**src/rtl/cmpm_pkg.sv**
```systemverilog
package cmpm_pkg;

   typedef enum logic [1:0] {
      ESZ_8  = 2'b00,
      ESZ_16 = 2'b01,
      ESZ_32 = 2'b10,
      ESZ_NA = 2'b11
   } esz_t;

   typedef enum logic [1:0] {
      VL_128 = 2'b00,
      VL_256 = 2'b01,
      VL_512 = 2'b10,
      VL_NA  = 2'b11
   } vl_t;

   // number of active elements for a given data width, size and length code
   function automatic int unsigned active_lanes(input int unsigned data_w,
                                                input logic [1:0] esz,
                                                input logic [1:0] vl);
      int unsigned bits;
      if (esz == ESZ_NA || vl == VL_NA) return 0;
      bits = (data_w / 4) << vl;
      return bits >> (3 + esz);
   endfunction

endpackage

```
**src/rtl/cmpm_eq_bank.sv**
```systemverilog
module cmpm_eq_bank #(
   parameter int DATA_W   = 512,
   parameter int ELEM_W   = 8,
   parameter bit BCAST_OK = 1'b0,
   localparam int N_EL    = DATA_W / ELEM_W
) (
   input  logic [DATA_W-1:0] a,
   input  logic [DATA_W-1:0] b,
   input  logic              bcast_en,
   output logic [N_EL-1:0]   eq
);

   if (DATA_W % ELEM_W != 0) begin : g_bad_w
      $error("cmpm_eq_bank: DATA_W must be a multiple of ELEM_W");
   end

   if (BCAST_OK) begin : g_bcast
      logic [ELEM_W-1:0] b_scalar;
      assign b_scalar = b[ELEM_W-1:0];
      for (genvar j = 0; j < N_EL; j++) begin : g_lane
         assign eq[j] = (a[j*ELEM_W +: ELEM_W] ==
                         (bcast_en ? b_scalar : b[j*ELEM_W +: ELEM_W]));
      end
   end else begin : g_plain
      logic unused_bc;
      assign unused_bc = bcast_en;
      for (genvar j = 0; j < N_EL; j++) begin : g_lane
         assign eq[j] = (a[j*ELEM_W +: ELEM_W] == b[j*ELEM_W +: ELEM_W]);
      end
   end

endmodule

```
**src/rtl/cmpm_lane_gate.sv**
```systemverilog
module cmpm_lane_gate
   import cmpm_pkg::*;
#(
   parameter int DATA_W = 512,
   parameter int MASK_W = 64
) (
   input  logic [1:0]        esz,
   input  logic [1:0]        vl,
   input  logic [MASK_W-1:0] wmask,
   input  logic              no_wmask,
   output logic [MASK_W-1:0] lane_en
);

   int unsigned n_act;

   always_comb begin
      n_act = active_lanes(DATA_W, esz, vl);
      for (int j = 0; j < MASK_W; j++) begin
         lane_en[j] = (32'(j) < n_act) && (no_wmask || wmask[j]);
      end
   end

endmodule

```
**src/rtl/cmpmask_gen.sv**
```systemverilog
module cmpmask_gen
   import cmpm_pkg::*;
#(
   parameter int DATA_W = 512,
   parameter int MASK_W = 64,
   localparam int N8    = DATA_W / 8,
   localparam int N16   = DATA_W / 16,
   localparam int N32   = DATA_W / 32
) (
   input  logic              clk,
   input  logic              rst_n,
   input  logic              in_valid,
   input  logic [DATA_W-1:0] src_a,
   input  logic [DATA_W-1:0] src_b,
   input  logic [1:0]        elem_sz,
   input  logic [1:0]        vlen,
   input  logic [MASK_W-1:0] wmask,
   input  logic              no_wmask,
   input  logic              bcast,
   input  logic              b_is_mem,
   output logic [MASK_W-1:0] mask_out,
   output logic              illegal_flag
);

   if (DATA_W % 128 != 0) begin : g_chk_data
      $error("cmpmask_gen: DATA_W must be a multiple of 128");
   end
   if (MASK_W < N8) begin : g_chk_mask
      $error("cmpmask_gen: MASK_W too narrow for byte lanes");
   end

   logic [N8-1:0]     eq8;
   logic [N16-1:0]    eq16;
   logic [N32-1:0]    eq32;
   logic              dw_bcast;
   logic [MASK_W-1:0] raw_eq;
   logic [MASK_W-1:0] lane_en;
   logic              bad_bcast;

   assign dw_bcast  = bcast & b_is_mem;
   assign bad_bcast = bcast & ((elem_sz == ESZ_8) | (elem_sz == ESZ_16));

   cmpm_eq_bank #(.DATA_W(DATA_W), .ELEM_W(8), .BCAST_OK(1'b0)) u_eq8 (
      .a(src_a), .b(src_b), .bcast_en(1'b0), .eq(eq8));

   cmpm_eq_bank #(.DATA_W(DATA_W), .ELEM_W(16), .BCAST_OK(1'b0)) u_eq16 (
      .a(src_a), .b(src_b), .bcast_en(1'b0), .eq(eq16));

   cmpm_eq_bank #(.DATA_W(DATA_W), .ELEM_W(32), .BCAST_OK(1'b1)) u_eq32 (
      .a(src_a), .b(src_b), .bcast_en(dw_bcast), .eq(eq32));

   cmpm_lane_gate #(.DATA_W(DATA_W), .MASK_W(MASK_W)) u_gate (
      .esz(elem_sz), .vl(vlen), .wmask(wmask), .no_wmask(no_wmask),
      .lane_en(lane_en));

   always_comb begin
      raw_eq = '0;
      unique case (elem_sz)
         ESZ_8:   raw_eq[N8-1:0]  = eq8;
         ESZ_16:  raw_eq[N16-1:0] = eq16;
         ESZ_32:  raw_eq[N32-1:0] = eq32;
         default: raw_eq = '0;
      endcase
   end

   always_ff @(posedge clk or negedge rst_n) begin
      if (!rst_n) begin
         mask_out     <= '0;
         illegal_flag <= 1'b0;
      end else if (in_valid) begin
         mask_out <= raw_eq & lane_en;
         if (bad_bcast) illegal_flag <= 1'b1;
      end
   end

endmodule

```
**config.mk**
```make
export PLATFORM = sky130hd
export DESIGN_NAME = cmpmask_gen
export DESIGN_NICKNAME = d
export VERILOG_FILES = /design/src/rtl/cmpm_pkg.sv /design/src/rtl/cmpm_eq_bank.sv /design/src/rtl/cmpm_lane_gate.sv /design/src/rtl/cmpmask_gen.sv
export SDC_FILE = /design/constraint.sdc
export NUM_CORES = 1
export LEC_CHECK = 0
export ABC_CLOCK_PERIOD_IN_PS = 1000
export BUFFER_PORTS_ARGS = -buffer_cell sky130_fd_sc_hd__buf_2
export CAP_MARGIN = 20
export CORE_AREA = 2 2 459 461
export DETAILED_ROUTE_END_ITERATION = 10
export DIE_AREA = 0 0 461 463
export PLACE_DENSITY_LB_ADDON = 0.05
export SKIP_LAST_GASP = 1
export SYNTH_ARGS = -nofsm -noshare
export SYNTH_HDL_FRONTEND = slang
export SYNTH_SLANG_ARGS = --single-unit
```
**constraint.sdc**
```tcl
create_clock -name clk -period 1 [get_ports clk]
set_input_delay 0.05 -clock clk [delete_from_list [all_inputs] [get_ports clk]]
set_output_delay 0.05 -clock clk [all_outputs]
set_load 0.02 [all_outputs]
```
==> results.toml <==
[synthesis]
synth_edf_count = 0
synthCells = 2537
syn-num-nets = 3635
synth-seq-cells = 65
syn-mean-instance-area_um2 = 7.342
yosysSeqAreaShare_pct = 8.732
synth_area_um2 = 18630
yosysWarnings = 0
synth_ff_type = "dfrtp_1"
async_reset_ff_share_pct = 100.0
synthDistinctLibCells = 83

[global_route]
top_usage_layer = "met2"
met3_usage_pct = 4.318
grt-ovfl-total = 0
grt_usage_pct = 25.86
grt_pass1_wl_mm = 356.8
met1_usage_pct = 33.30
use_met2_pct = 45.63
grt_antenna_before_repair = 229
grt_pass1_vias = 33370
grt_start_max_net_pins = 31

[setup_path]
r2r_slack_ns = -0.10
end_kind = "flip-flop"
crit_required_ns = 1.39
arrival_ns = 1.92
crit_type = "in2reg"
reg2reg_to = "mask_out[6]$_DFFE_PN0P_"
reg2reg_from = "mask_out[6]$_DFFE_PN0P_"
worst-r2r-cell-count = 5
path_max_fanout = 7
cp-start-kind = "input port"

[detailed_routing]
wl_mm = 287.3
dr.pass1.iters = 5
wl_per_cell_um = 36.16
drc = 0
vias_per_cell = 3.998
vias = 31760
final_antenna_net_count = 0
first_iter_violations = 2025

[cells_and_area]
drive_gt1_share_pct = 60.00
nNetsFinal = 6190
final_area_um2 = 45620
fin_cells = 7943
area_growth_pct = 144.9
final_common_cell = "buf_4"
mostFrequentLayoutCells = "buf_4, buf_2, xor2_1"

[clocking]
path_clk_slew_ns = 0.12
cts_root_buffer = "clkbuf_16"
cts_tree = "yes"
htreeDepth = 3
cts_inserted_buffers = 9
worstSkewPairLatency_ns = 0.48
clockBufferDepth = 2
clock-sinks = 65

[sta]
fin_worst_skew_ns = 0
rsz0062_at_grt = "yes"
finalHoldViolCount = 0
tightest_slew_ns = 0.7581
period_minus_slack_ns = 1.528
max-slew-margin-rel_pct = 49.36
setup_viol = 123
tns_ns = -16.49
fmax_mhz = 654.3
final_max_slew_viol_count = 0
fin_crit_sh_pct = 152.8
setup_slack_ns = -0.5284

[min_path]
holdPathEnd = "mask_out[8]$_DFFE_PN0P_"
hold_depth = 4
hp-start = "wmask[8]"
hold_class = "in2reg"

[placement]
dpl.cell_count = 7648
gp_congestion = 0.8743
hpwl_mm = 252.0
placed_area_um2 = 38900
place_ws_ns = -1.545
port-buffer-count = 1162

[floorplanning]
die-height_um = 463
start_util_pct = 8.933
core-area_um2 = 208500
io_pins = 1163
die_area_um2 = 213400
rows = 168
die-width_um = 461

[power]
powerDensity_nw_per_um2 = 620.7
power.total_mw = 28.32
peakVddDrop_v = 0.0007422
leakage_nw = 20.36

[run]
max_cap_violations = 0

[outcome]
violations = "negative setup slack"
outcome = "finished, violations left"
-- worst max path at each step --
stage	start	end	slack [ns]
floorplan	bcast	mask_out[13]$_DFFE_PN0P_	-0.64
global placement	src_b[20]	mask_out[1]$_DFFE_PN0P_	-3.09
detailed placement	src_b[20]	mask_out[1]$_DFFE_PN0P_	-1.54
CTS	src_b[31]	mask_out[1]$_DFFE_PN0P_	-0.53
global route	src_b[15]	mask_out[11]$_DFFE_PN0P_	-0.57
finish	bcast	mask_out[5]$_DFFE_PN0P_	-0.53
-- state kept, by name, summed over array words and instances, names as in the netlist --
| register | count |
|---|---|
| mask_out | 64 |
| illegal_flag | 1 |
-- worst max-delay path, stage by stage --
cell and delay, ns:
buf_16 0.14, nand2_8 0.09, buf_12 0.15, buf_12 0.13
buf_4 0.13, buf_4 0.13, a21oi_1 0.16, xnor2_1 0.09
nor4_2 0.39, nand4_1 0.17, o31ai_2 0.25
-- kinds of logic after synthesis --
group           count (synthesis)  synth area share (%)
compound gates                730                 27.78
xor+xnor                      794                 37.33
buf+inv                       289                 6.623
flops                          65                 8.732
mux                             8                0.4433
simple gates                  651                 19.09
-- layout make-up --
type / instances / area (um2)
clock inverters: 7 / 56.30
multi-input cells: 2184 / 18710
diodes: 41 / 102.6
clock buffers: 9 / 225.2
fillers: 23800 / 162900
inverters: 152 / 635.6
flip-flops and latches: 65 / 1635
well taps: 2805 / 3510
repair buffers: 2680 / 20740
-- routing by layer --
metal	wire length, um	vias up
met4	5086	94
li1	-	14550
met1	126900	15440
met3	14770	358
met5	584	-
met2	139900	1313
-- cells in the mapped netlist, drive strengths merged, types with 56 or more instances --
cell type,instances,area (um2)
nor4,104,650.6
a21oi,188,948.4
nor2b,56,350.3
inv,145,544.3
xor2,424,3714
dfrtp,65,1627
nor3,63,315.3
xnor2,370,3241
nand4,91,569.3
buf,70,411.7
nor2,104,390.4
nand2,85,321.6
o21ai,100,500.5
clkbuf,67,251.5
-- report_power, final --
part | total (mW) | leakage (nW) | switching, mW | internal [mW]
Clock | 4.23 | 0.130 | 2.52 | 1.72
Combinational | 21.4 | 19.3 | 11.5 | 9.94
Sequential | 2.66 | 0.889 | 0.0181 | 2.65
Total | 28.3 | 20.4 | 14.0 | 14.3
-- through the flow --
| stage | hold slack (ns) | utilization [%] |
|---|---|---|
| floorplan | -0.2456 | - |
| global placement | -0.09556 | 18.63 |
| detailed placement | -0.09571 | 18.65 |
| CTS | 0.005972 | 21.03 |
| global route | 0.06289 | 21.85 |
| finish | 0.02601 | 21.88 |
-- timing repair --
item | CTS | global route
setup endpoints to repair | 129 | 128
endpoints found under the hold margin | 106 | 0
hold buffers | 47 | 0
resized for setup | 625 | 249
setup buffers | 140 | 55
gates cloned | 10 | 4
pin swaps | 157 | 145
(Power assumes the default switching activity.)
